==> src/rtl/chr_latch_pkg.sv <==
package chr_latch_pkg;

    // Address bus geometry
    localparam int unsigned ADDR_W    = 14;
    localparam int unsigned HALF_BIT  = 12;
    localparam int unsigned VALUE_BIT = 5;
    localparam int unsigned IGN_BITS  = 3;
    localparam int unsigned N_HALVES  = 2;

    // Bits that take part in the trigger compare (low IGN_BITS ignored)
    localparam logic [ADDR_W-1:0] TRIG_MASK = {{(ADDR_W-IGN_BITS){1'b1}}, {IGN_BITS{1'b0}}};

    typedef enum logic [0:0] {
        SEL_A = 1'b0,
        SEL_B = 1'b1
    } half_state_e;

    // Trigger pattern: bit13=0, bit12=half, bits11:6 all ones,
    // bits5:3 = {val, ~val, 1}, bits2:0 zero (masked out anyway)
    function automatic logic [ADDR_W-1:0] trig_pattern(input logic half, input logic val);
        trig_pattern = {1'b0, half, 6'b111111, val, ~val, 1'b1, 3'b000};
    endfunction

    function automatic logic addr_hits(input logic [ADDR_W-1:0] a, input logic half);
        logic [ADDR_W-1:0] m;
        m = a & TRIG_MASK;
        addr_hits = (m == trig_pattern(half, 1'b0)) || (m == trig_pattern(half, 1'b1));
    endfunction

endpackage

==> src/rtl/chr_tile_match.sv <==
module chr_tile_match
    import chr_latch_pkg::*;
#(
    parameter int unsigned HALF = 0
) (
    input  logic [ADDR_W-1:0] addr,
    input  logic              fetch,
    output logic              hit,
    output logic              val
);

    localparam logic HALF_L = HALF[0];
    localparam logic [ADDR_W-1:0] PAT_A = trig_pattern(HALF_L, 1'b0);
    localparam logic [ADDR_W-1:0] PAT_B = trig_pattern(HALF_L, 1'b1);

    logic [ADDR_W-1:0] masked;

    always_comb begin
        masked = addr & TRIG_MASK;
        hit    = fetch && ((masked == PAT_A) || (masked == PAT_B));
        val    = addr[VALUE_BIT];
    end

endmodule

==> src/rtl/chr_half_fsm.sv <==
module chr_half_fsm
    import chr_latch_pkg::*;
(
    input  logic clk,
    input  logic rst_n,
    input  logic hit,
    input  logic val,
    output logic flag
);

    half_state_e state_q;
    half_state_e state_d;

    // State register
    always_ff @(posedge clk or negedge rst_n) begin
        if (!rst_n) begin
            state_q <= SEL_A;
        end else begin
            state_q <= state_d;
        end
    end

    // Transitions: TAKE_B, TAKE_A, otherwise KEEP
    always_comb begin
        state_d = state_q;
        unique case (state_q)
            SEL_A: if (hit && val)  state_d = SEL_B;
            SEL_B: if (hit && !val) state_d = SEL_A;
            default: state_d = SEL_A;
        endcase
    end

    // Outputs
    always_comb begin
        unique case (state_q)
            SEL_B:   flag = 1'b1;
            default: flag = 1'b0;
        endcase
    end

endmodule

==> src/rtl/chr_sel_mux.sv <==
module chr_sel_mux
    import chr_latch_pkg::*;
(
    input  logic [N_HALVES-1:0] flags,
    input  logic                half,
    output logic                sel
);

    always_comb begin
        sel = flags[half];
    end

endmodule

==> src/rtl/chr_fetch_latch.sv <==
module chr_fetch_latch
    import chr_latch_pkg::*;
(
    input  logic              clk,
    input  logic              rst_n,
    input  logic [ADDR_W-1:0] vaddr,
    input  logic              fetch_strobe,
    output logic              flag_lo,
    output logic              flag_hi,
    output logic              bank_sel
);

    logic [N_HALVES-1:0] hits;
    logic [N_HALVES-1:0] vals;
    logic [N_HALVES-1:0] flags;

    for (genvar h = 0; h < N_HALVES; h++) begin : g_half
        chr_tile_match #(.HALF(h)) match_i (
            .addr  (vaddr),
            .fetch (fetch_strobe),
            .hit   (hits[h]),
            .val   (vals[h])
        );

        chr_half_fsm fsm_i (
            .clk   (clk),
            .rst_n (rst_n),
            .hit   (hits[h]),
            .val   (vals[h]),
            .flag  (flags[h])
        );
    end

    chr_sel_mux mux_i (
        .flags (flags),
        .half  (vaddr[HALF_BIT]),
        .sel   (bank_sel)
    );

    assign flag_lo = flags[0];
    assign flag_hi = flags[1];

endmodule

==> config.mk <==
export PLATFORM = sky130hd
export DESIGN_NAME = chr_fetch_latch
export DESIGN_NICKNAME = d
export VERILOG_FILES = /design/src/rtl/chr_latch_pkg.sv /design/src/rtl/chr_tile_match.sv /design/src/rtl/chr_half_fsm.sv /design/src/rtl/chr_sel_mux.sv /design/src/rtl/chr_fetch_latch.sv
export SDC_FILE = /design/constraint.sdc
export NUM_CORES = 1
export LEC_CHECK = 0
export BUFFER_PORTS_ARGS = -buffer_cell sky130_fd_sc_hd__clkbuf_2
export CORE_AREA = 2 2 39 41
export DETAILED_ROUTE_END_ITERATION = 16
export DIE_AREA = 0 0 41 43
export PLACE_DENSITY = 0.32
export SYNTH_ARGS = -nofsm -noshare
export SYNTH_HDL_FRONTEND = slang
export SYNTH_SLANG_ARGS = --single-unit
==> constraint.sdc <==
create_clock -name clk -period 0.9 [get_ports clk]
set_clock_uncertainty 0.05 [all_clocks]
set_input_delay 0.18 -clock clk [delete_from_list [all_inputs] [get_ports clk]]
set_output_delay 0.18 -clock clk [all_outputs]
set_load 0.005 [all_outputs]
* Word level (Yosys, flattened, before mapping)
Cells that the tools add are included.
** Storage, ports and cells
- Register bits :: 2
- Output and inout port bits :: 3
- Bits in read-only memories :: 0
- Word-level logic and storage cells :: 28
- RAM bits :: 0
- Memories kept :: 0
- Input port bits :: 17
- Bits in latches :: 0
** Cells by class
- Bitwise logic cells :: 2
- Order comparisons :: 1
- Multiplexer cells :: 10
- Reductions and logical operators :: 9
- Equal/unequal tests :: 4
- Shift operators :: 0
- $mul :: 0
- Div/mod/pow operators :: 0
- $add $sub $neg :: 0
** Operator list (count)
- equality test 11 x 10 -> 1 bit (second input constant) :: 2
- equality test 11 x 9 -> 1 bit (second input constant) :: 2
- 2-to-1 mux 1 bit :: 8
- logical AND 1 bit :: 6
- one-hot mux 1 bit (2 select lines) :: 2
- logical OR 1 bit :: 2
- < comparator 1 x 2 -> 1 bit (second input constant) :: 1
- NOT 1 bit :: 2
- zero test 1 bit :: 1

* Depth between registers and ports, before layout
Gate-level depths: netlist of the first run.
- Depth after elaboration :: 6
- Mapped depth :: 3
- Depth with buffers taken out :: 3

* By module
Synthesis of the first run repeated with hierarchy kept, for this count alone.
** Second synthesis, totals
- Cell total of the unflattened synthesis :: 17
- Area total of the unflattened synthesis :: 192.7 µm²
** By module, submodules not included
- chr_half_fsm :: times used 2, seq. area each 25.0 µm², area an instance 40.0 µm², cells each 2
- chr_tile_match at g_half[0].match_i :: times used 1, seq. area each 0.0 µm², area an instance 50.0 µm², cells each 6
- chr_tile_match at g_half[1].match_i :: times used 1, seq. area each 0.0 µm², area an instance 47.5 µm², cells each 6
- chr_sel_mux :: times used 1, seq. area each 0.0 µm², area an instance 15.0 µm², cells each 1

* Least setup slack after synthesis of the first run
No wires, ideal clock.
- Kind :: input to register
- Start :: in vaddr[13]
- End :: reg (tool-made name)
- Stages on the path :: 3
- Path buffers :: 0
- Data arrival time :: 962 ps
- Data required time :: 722 ps
- Setup time :: 128 ps
- Path slack :: -239 ps
- Cell sequence :: nand4b_1 -> nor4_1 -> mux2_1
** RTL lines
- start: declaration :: line chr_fetch_latch.sv:6 : input logic [ADDR_W-1:0] vaddr,

==> impl_results.md, run 1 <==
- CP top delay family: flip-flops
- Cell Area, Synth: 133 um^2
- DP Area: 280 um^2
- YS warnings: 0
- Setup Crit Path Kind: flop to primary output
- Final setup violation count: 5
- Pre-CTS setup slack: -444 ps
- Max-slew headroom: 0.839
- Max-slew violations: 0
- Ratio of cells with drive above 1 in the final layout: 0.784
- Final Instance Area: 388 um^2
- # DRC: 0
- Worst setup SP type: flop
- F_max: 826 MHz
- Wire per inst: 11.5 um
- Clock Path Buffers: 2
- Clock Sinks: 2
- Core footprint: 0.00138 mm^2
- Hold_ws: 194 ps
- Max Cap Viol: 0
- Average cell area after synthesis: 11.1 um^2
- Register area share after synthesis: 0.377
- TritonCTS clock tree: built
- Leak: 0.192 nW
- CTS Buf Count: 3
- Critical path buffer and inverter count: 1
- CTS root buffer: clkbuf_4
- Fillers: 166
- H-tree Lvls: 1
- Drt first-iter violations: 1
- Tightest Pin Transition: 239 ps
- Final #Nets: 56
- Unrepaired setup endpoints after global routing: true
- Gr ovfl total: 0
- WL final: 607 um
- XOR/XNOR Fraction of Synth Area: 0.0660
- Compound-gate portion of the synthesized area: 0
- Main combinational cell family by area after synthesis: simple AND/OR/NAND/NOR gates
- TritonRoute pass-1 iters: 2
- Final Cycle Share: 1.34
- Worst-path clk slew: 30 ps
- Synth unique cells: 8
- Detail Route Antenna Nets: 0
- Synth Area in Simple Gates: 0.302
- Post-synthesis adder-cell area fraction: 0
- Yosys reg bits: 2
- Area Overhead vs Synth: 192%
- Hold Vio Cnt, Final: 0
- Mapped Cells: 12
- Largest net degree at the start of global routing: 4
- Number of global-route vias before repair: 230
- Gr usage total: 0.0795
- Failing checks: negative setup slack
- Hold Path Class: input port to flop
- Slowest CP cell: dfrtp_1
- Min cycle time layout: 1210 ps
- CP max FO: 2
- PD cells: 999 mW/mm^2
- Critical Path AT: 980 ps
- PnR worst setup slack: -310 ps
- R2R depth: 2
- Crit end category: primary output
- Critical Path RT: 670 ps
- Die area: 0.00176 mm^2
- Ant diodes: 0
- Initial antenna violation count: 0
- Via-to-Cell Ratio: 4.02
- Worst skew pair latency: 220 ps
- Post-synth net total: 29
- DR vias: 213
- Post-synthesis mux area share: 0.255
- Worst-path cell chain: mux2_4, clkbuf_2
- Initial Util: 0.0958
- Post-DP HPWL: 440 um
- Slowest stage delay, CP: 380 ps
- Site Rows: 14
- Chip width: 41 um
- Die Span Y: 43 um
- Port Buf Inserts: 16
- First-pass GRT wire length: 869 um
- Hold Path Cell Cnt: 2
- Worst VDD drop: 0.386 mV
- Status: complete, but fails checks
- I/O pin cnt: 20
- Reg-to-reg slack, setup: -60 ps
- Placer Congestion: 0.553
- Hold Path Origin: vaddr[5]
==> cells in the mapped netlist <==
cell	number	share of area
xnor2_1	1	0.066
nand4b_1	2	0.13
mux2_2	1	0.085
nand4_1	1	0.047
nand2_1	1	0.028
nor4_1	2	0.094
mux2_1	2	0.17
dfrtp_1	2	0.38
==> logic make-up (layout without fill, tap and decap cells) <==
group                     Yosys count  after routing
and+or+nand+nor                     6              6
muxes                               3              3
DFF                                 2              2
xor gates and xnor gates            1              1
buffers and inverters               0             25
==> layer usage <==
layer | global-route usage | vias up | share of wire
met5 | 0 | - | 0
met4 | 0.0800 | 0 | 0
met3 | 0.0314 | 0 | 0.11
met2 | 0.106 | 16 | 0.49
met1 | 0.0874 | 98 | 0.40
li1 | - | 99 | -
==> where the power goes <==
| part | leakage [nW] | switching (mW) | internal, mW |
|---|---|---|---|
| sequential | 0.0279 | 0.000861 | 0.0921 |
| clock | 0.0138 | 0.0533 | 0.147 |
| combinational | 0.150 | 0.0344 | 0.0595 |
==> worst register-to-register path: stages, from the launching register on <==
cell and delay [ps]:
dfrtp_1 360, buf_4 140, mux2_1 280
==> area by class of cell <==
type                    instances  area [um^2]  area share
flip-flops and latches          2         50.0       0.129
multi-input cells              10          130       0.335
clock buffers                   3         22.5      0.0581
repair buffers                 22          165       0.426
well taps                      16         20.0      0.0516
==> worst max-delay path by stage <==
stage / slack [ps] / start / cells past startpoint / end
after floorplan: -210 / vaddr[12] / 3 / flop
after global placement: -410 / vaddr[5] / 4 / flop
after detailed placement: -440 / vaddr[5] / 4 / flop
after CTS: -310 / flop / 2 / bank_sel
after global routing: -350 / flop / 2 / bank_sel
final: -310 / flop / 2 / bank_sel
==> layout by cell type, fill, tap and decap left out <==
cell and count:
clkbuf_2 12, buf_6 4, clkbuf_4 3, buf_4 3
mux2_4 2, nand4b_1 2, dfrtp_1 2, clkbuf_8 2
xnor2_4 1, nand2_1 1, nand4_1 1, nor4_4 1
nor4_2 1, mux2_1 1, dlygate4sd3_1 1
==> through the flow <==
step	setup TNS [ps]	instances	power (mW)	util
3_5_place_dp	-998	47	0.163	0.203
4_1_cts	-1140	53	0.392	0.262
3_3_place_gp	-935	47	0.162	0.203
5_1_grt	-1340	53	0.412	0.280
2_1_floorplan	-382	12	0.117	-
6_report	-1120	53	0.387	0.280
==> what timing repair did <==
action | in CTS | in global routing
gates resized for setup | 7 | 4
hold endpoints to repair | 2 | 0
pin swaps | 1 | 1
hold buffers | 1 | 0
buffers inserted | 2 | 0
endpoints found under the setup margin | 5 | 5
(Power assumes the default switching activity.)
==> run 2, diff against run 1 <==
==> constraint.sdc (replaced) <==
create_clock -name clk -period 0.9 [get_ports clk]
set_clock_uncertainty 0.05 [all_clocks]
set_input_delay 0.18 -clock clk [delete_from_list [all_inputs] [get_ports clk]]
set_output_delay 0.18 -clock clk [all_outputs]
set_load 0.01 [all_outputs]
==> run 2 against run 1 <==
Effect of this change: the flow still finishes with violations (negative setup slack); global-route usage fell by 2.0 points; worst setup slack got worse by 9.1 ps; maximum frequency fell by 0.75%; cell count did not move; hold slack improved by 23 ps; clock-buffer cell count did not move; via count fell by 5.6%; utilization rose by 0.18 points.
==> impl_results.md, run 2 (synthesized netlist as in run 1, its figures left out) <==
- Status: complete, but fails checks
- Failing checks: negative setup slack
- Worst-path clk slew: 30 ps (about the same)
- Placed Cells: 48 (+2.1%)
- Die Span Y: 43 um (unchanged)
- CP max FO: 2 (unchanged)
- Wire per inst: 9.89 um (-14%)
- Initial Util: 0.0958 (unchanged)
- Critical Path RT: 670 ps (about the same)
- Max Cap Viol: 0 (unchanged)
- Placer Congestion: 0.603 (+9.1%)
- CTS root buffer: clkbuf_4
- Site Rows: 14 (unchanged)
- Detail Route Antenna Nets: 0 (unchanged)
- Critical Path AT: 990 ps (about the same)
- Hold Vio Cnt, Final: 0 (unchanged)
- Min cycle time layout: 1220 ps (+9.11 ps)
- Final #Nets: 56 (unchanged)
- # DRC: 0 (unchanged)
- F_max: 820 MHz (-0.75%)
- TritonCTS clock tree: built
- Final Util: 0.282 (+0.00181)
- Core footprint: 0.00138 mm^2 (unchanged)
- Worst skew pair latency: 220 ps (about the same)
- Total chip power: 0.388 mW (+0.11%)
- H-tree Lvls: 1 (unchanged)
- Hold_ws: 217 ps (+23.0 ps)
- PD cells: 993 mW/mm^2 (-0.53%)
- Largest net degree at the start of global routing: 4 (unchanged)
- Multi-input gate area: 130 um^2 (unchanged)
- Via-to-Cell Ratio: 3.79 (-5.6%)
- Final Non-Filler Cells: 53 (unchanged)
- Setup Crit Path Kind: flop to primary output
- Max-slew headroom: 0.851 (+0.0115)
- PnR worst setup slack: -319 ps (-9.11 ps)
- Drt first-iter violations: 0 (-1)
- TritonRoute pass-1 iters: 1 (-1)
- CTS Buf Count: 3 (unchanged)
- Leak: 0.192 nW (-0.11%)
- I/O pin cnt: 20 (unchanged)
- First-pass GRT wire length: 627 um (-28%)
- Tightest Pin Transition: 222 ps (-17.2 ps)
- Worst setup SP type: flop
- Crit end category: primary output
- Worst VDD drop: 0.346 mV (-11%)
- Final setup violation count: 5 (unchanged)
- Ant diodes: 0 (unchanged)
- Number of global-route vias before repair: 187 (-19%)
- Clock Path Buffers: 2 (unchanged)
- Fillers: 153 (-7.8%)
- Initial antenna violation count: 0 (unchanged)
- Final setup TNS: -1030 ps (+91.4 ps)
- DR vias: 201 (-5.6%)
- Gr usage total: 0.0594 (-0.0201)
- Ratio of cells with drive above 1 in the final layout: 0.784 (unchanged)
- Die area: 0.00176 mm^2 (unchanged)
- Final Instance Area: 390 um^2 (+0.65%)
- Most frequent cells in the layout: clkbuf_2 (11), buf_6 (4), buf_4 (4)
- Chip width: 41 um (unchanged)
- Hold Path Class: input port to asynchronous set/reset pin
- Gr ovfl total: 0 (unchanged)
- Leading cell type in the layout, fill and taps excluded: clkbuf_2
- DP Area: 292 um^2 (+4.0%)
- Unrepaired setup endpoints after global routing: true
- Register Area: 50.0 um^2 (unchanged)
- WL final: 524 um (-14%)
- Max-slew violations: 0 (unchanged)
- Final Cycle Share: 1.35 (+0.0101)
- Clock Sinks: 2 (unchanged)
- Area Overhead vs Synth: 194%
- Port Buf Inserts: 16 (unchanged)
- Pre-CTS setup slack: -442 ps (+2.58 ps)
[run 2: cell types whose count changed in the layout (fill, tap and decap cells not counted)]
cell      previous run  this run
buf_4                3         4
clkbuf_2            12        11
[run 2: power breakdown]
| group | leakage (nW) | total (mW) | internal (mW) | switching [mW] |
|---|---|---|---|---|
| Sequential | 0.0279 | 0.0928 | 0.0920 | 0.000771 |
| Combinational | 0.150 | 0.0941 | 0.0594 | 0.0346 |
| Clock | 0.0138 | 0.201 | 0.147 | 0.0535 |
| Total | 0.192 | 0.388 | 0.299 | 0.0889 |
[run 2: layer usage]
metal  vias to the layer above  GRT usage  wire (um)
li1                         99          -          -
met1                        86     0.0615        204
met2                        16     0.0781        241
met3                         0     0.0157         78
met4                         0     0.0800          0
met5                         -          0          0
[run 2: cell type report]
| class | count | share of cell area |
|---|---|---|
| timing repair buffer | 22 | 0.429 |
| multi-input combinational | 10 | 0.333 |
| sequential | 2 | 0.128 |
| clock buffer | 3 | 0.0577 |
| tap | 16 | 0.0513 |
[run 2: what timing repair did]
action / in CTS / in global routing
setup buffers: 1 / 1
endpoints found under the hold margin: 2 / 0
gates cloned: 0 / 0
pin swaps: 0 / 0
resized for setup: 5 / 8
hold buffers: 1 / 0
endpoints found under the setup margin: 5 / 5
[run 2: path summary, 6_finish.rpt]
path | from | to | slack [ps] | cells after the start
min in group clk | vaddr[5] | flop | 280 | 3
max in group asynchronous | rst_n | asynchronous set/reset pin | 480 | 2
worst min register to register | flop | flop | 570 | 2
worst min-delay path | rst_n | asynchronous set/reset pin | 220 | 2
worst max register to register | flop | flop | -160 | 3
worst max-delay path | flop | bank_sel | -320 | 2
[run 2: critical path, cell delays in order (launching register included)]
cell	delay, ps
dfrtp_1	370
mux2_4	280
buf_6	120
==> run 3, diff against run 2 <==
--- a/config.mk
+++ b/config.mk
@@ -9,7 +9,8 @@
 export CORE_AREA = 2 2 39 41
 export DETAILED_ROUTE_END_ITERATION = 16
 export DIE_AREA = 0 0 41 43
-export PLACE_DENSITY = 0.32
+export PLACE_DENSITY = 0.37
 export SYNTH_ARGS = -nofsm -noshare
 export SYNTH_HDL_FRONTEND = slang
+export SYNTH_HIERARCHICAL = 1
 export SYNTH_SLANG_ARGS = --single-unit
==> run 3 against run 2 <==
Effect of this change: the flow still finishes with violations (negative setup slack); die area did not move; combinational power rose by 2%; hold slack improved by 22 ps; clock-buffer cell count is the same; synthesized area rose by 45%; largest cell class unchanged; largest power group unchanged.
==> impl_results.md, run 3 <==
- Post-DP HPWL: 483 um
- Via-to-Cell Ratio: 4.18 (+10%)
- Critical Path RT: 670 ps (about the same)
- Placer Congestion: 0.692 (+15%)
- Worst setup SP type: flop
- Total chip power: 0.390 mW (+0.46%)
- TritonCTS clock tree: built
- Pre-CTS setup slack: -434 ps (+7.85 ps)
- Wire per inst: 10.5 um (+5.9%)
- Max-slew headroom: 0.813 (-0.0380)
- Gr busiest metal: met4
- Leak: 0.189 nW (-1.2%)
- Ys async rst share: 1.00 (unchanged)
- Most frequent cells in the layout: clkbuf_2 (11), buf_6 (6), buf_4 (4)
- F_max: 816 MHz (-0.52%)
- Final Cycle Share: 1.36 (+0.00710)
- Chip width: 41 um (unchanged)
- Max-slew violations: 0 (unchanged)
- Number of global-route vias before repair: 227 (+21%)
- Final Instance Area: 398 um^2 (+1.9%)
- Fillers: 149 (-2.6%)
- Register area share after synthesis: 0.260 (-0.118)
- Synth top area share: 0.260 (-0.118)
- Initial antenna violation count: 0 (unchanged)
- Ant diodes: 0 (unchanged)
- Largest net degree at the start of global routing: 4 (unchanged)
- Area Overhead vs Synth: 106%
- Count leader, synth: mux2_4
- Final #Nets: 60 (+7.1%)
- Synth Flop Type: dfrtp_1
- PnR worst setup slack: -326 ps (-6.39 ps)
- Core footprint: 0.00138 mm^2 (unchanged)
- Crit end category: primary output
- H-tree Lvls: 1 (unchanged)
- WL final: 597 um (+14%)
- CTS Buf Count: 3 (unchanged)
- Initial Util: 0.139 (+0.0434)
- Gr ovfl total: 0 (unchanged)
- Mapped Cells: 17 (+5)
- First-pass GRT wire length: 855 um (+36%)
- Average cell area after synthesis: 11.3 um^2 (+2.6%)
- Detail Route Antenna Nets: 0 (unchanged)
- CTS root buffer: clkbuf_4
- DP Area: 300 um^2 (+3.0%)
- EDFF count, synth: 0 (unchanged)
- Most area-hungry cell type in the Yosys netlist: dfrtp_1
- Gr usage total: 0.0791 (+0.0197)
- Clock Sinks: 2 (unchanged)
- Ratio of cells with drive above 1 in the final layout: 0.732 (-0.0521)
- Yosys reg bits: 2 (unchanged)
- Leading cell type in the layout, fill and taps excluded: clkbuf_2
- Synth unique cells: 9 (+1)
- Worst skew pair latency: 220 ps (about the same)
- PD cells: 979 mW/mm^2 (-1.4%)
- Tightest Pin Transition: 279 ps (+56.5 ps)
- Site Rows: 14 (unchanged)
- CP max FO: 2 (unchanged)
- Hold Vio Cnt, Final: 0 (unchanged)
- Status: complete, but fails checks
- Failing checks: negative setup slack
- Unrepaired setup endpoints after global routing: true
- I/O pin cnt: 20 (unchanged)
- Die area: 0.00176 mm^2 (unchanged)
- Die Span Y: 43 um (unchanged)
- # DRC: 0 (unchanged)
- Setup Crit Path Kind: flop to primary output
- Met2 usage: 0.0906 (+0.0125)
- Worst VDD drop: 0.217 mV (-37%)
- Met1 usage in global routing: 0.0892 (+0.0277)
- Max Cap Viol: 0 (unchanged)
- Final setup violation count: 5 (unchanged)
- Post-synth net total: 34 (+17%)
- Clock Path Buffers: 2 (unchanged)
- Worst-path clk slew: 30 ps (about the same)
- Synth area leaders: dfrtp_1 (26%), mux2_4 (23%), nor4_2 (13%)
- DR vias: 238 (+18%)
- TritonRoute pass-1 iters: 2 (+1)
- YS warnings: 6 (+6)
- Drt first-iter violations: 1 (+1)
- Hold Path Class: input port to asynchronous set/reset pin
- Cell Area, Synth: 193 um^2 (+45%)
- Met3 Use GR: 0.0209 (+0.00524)
- Critical Path AT: 1000 ps (about the same)
- Port Buf Inserts: 16 (unchanged)
- Min cycle time layout: 1230 ps (+6.39 ps)
-- run 3: changes by cell type after synthesis, sizes merged --
cell     previous run  this run
buf                 0         2
nand2               1         2
nand4               1         2
nand4b              2         1
nand4bb             0         1
xnor2               1         2
-- run 3: critical path, cell delays in order, from the launching register on --
cell and delay [ps]:
dfrtp_1 370, mux2_4 280, buf_6 120
-- run 3: layer usage --
layer,up-vias,share of wire
met5,-,0
li1,114,-
met3,4,0.16
met4,0,0.049
met1,101,0.38
met2,19,0.41
-- run 3: path summary, 6_finish.rpt --
check	from	end	slack, ps	cells after the start
max	flop	bank_sel	-330	2
min	rst_n	asynchronous set/reset pin	240	2
max reg2reg	flop	flop	-150	3
min reg2reg	flop	flop	580	2
max in group asynchronous	rst_n	asynchronous set/reset pin	460	2
min in group clk	vaddr[5]	flop	300	3
-- run 3: logic make-up after synthesis --
group | after synthesis | synth area share
simple gates | 8 | 0.338
xor+xnor | 2 | 0.0909
buf+inv | 2 | 0.0779
flops | 2 | 0.260
mux | 3 | 0.234
-- run 3: cell type report --
class | count | area, um^2 | share of cell area
clock buffers | 3 | 22.5 | 0.0566
multi-input cells | 13 | 128 | 0.321
flip-flops and latches | 2 | 50.0 | 0.126
well taps | 16 | 20.0 | 0.0503
repair buffers | 23 | 178 | 0.447
-- run 3: through the flow --
step           hold slack, ps   util  TNS [ps]  std cells
2_1_floorplan            -166      -      -466         17
3_3_place_gp            -85.5  0.217      -806         50
4_1_cts                   236  0.252     -1040         55
5_1_grt                   253  0.288     -1190         57
3_5_place_dp            -80.4  0.217      -874         50
6_report                  239  0.288     -1050         57
-- run 3: power by group --
group	internal, mW	switching, mW	total [mW]
registers	0.0921	0.000902	0.0930
clock network	0.147	0.0534	0.201
logic	0.0610	0.0350	0.0960
-- run 3: timing repair --
item                       CTS  global route
hold buffers                 1             0
setup endpoints to repair    5             5
setup buffers                1             2
resized for setup            1            10
pin swaps                    2             2
hold endpoints to repair     2             0
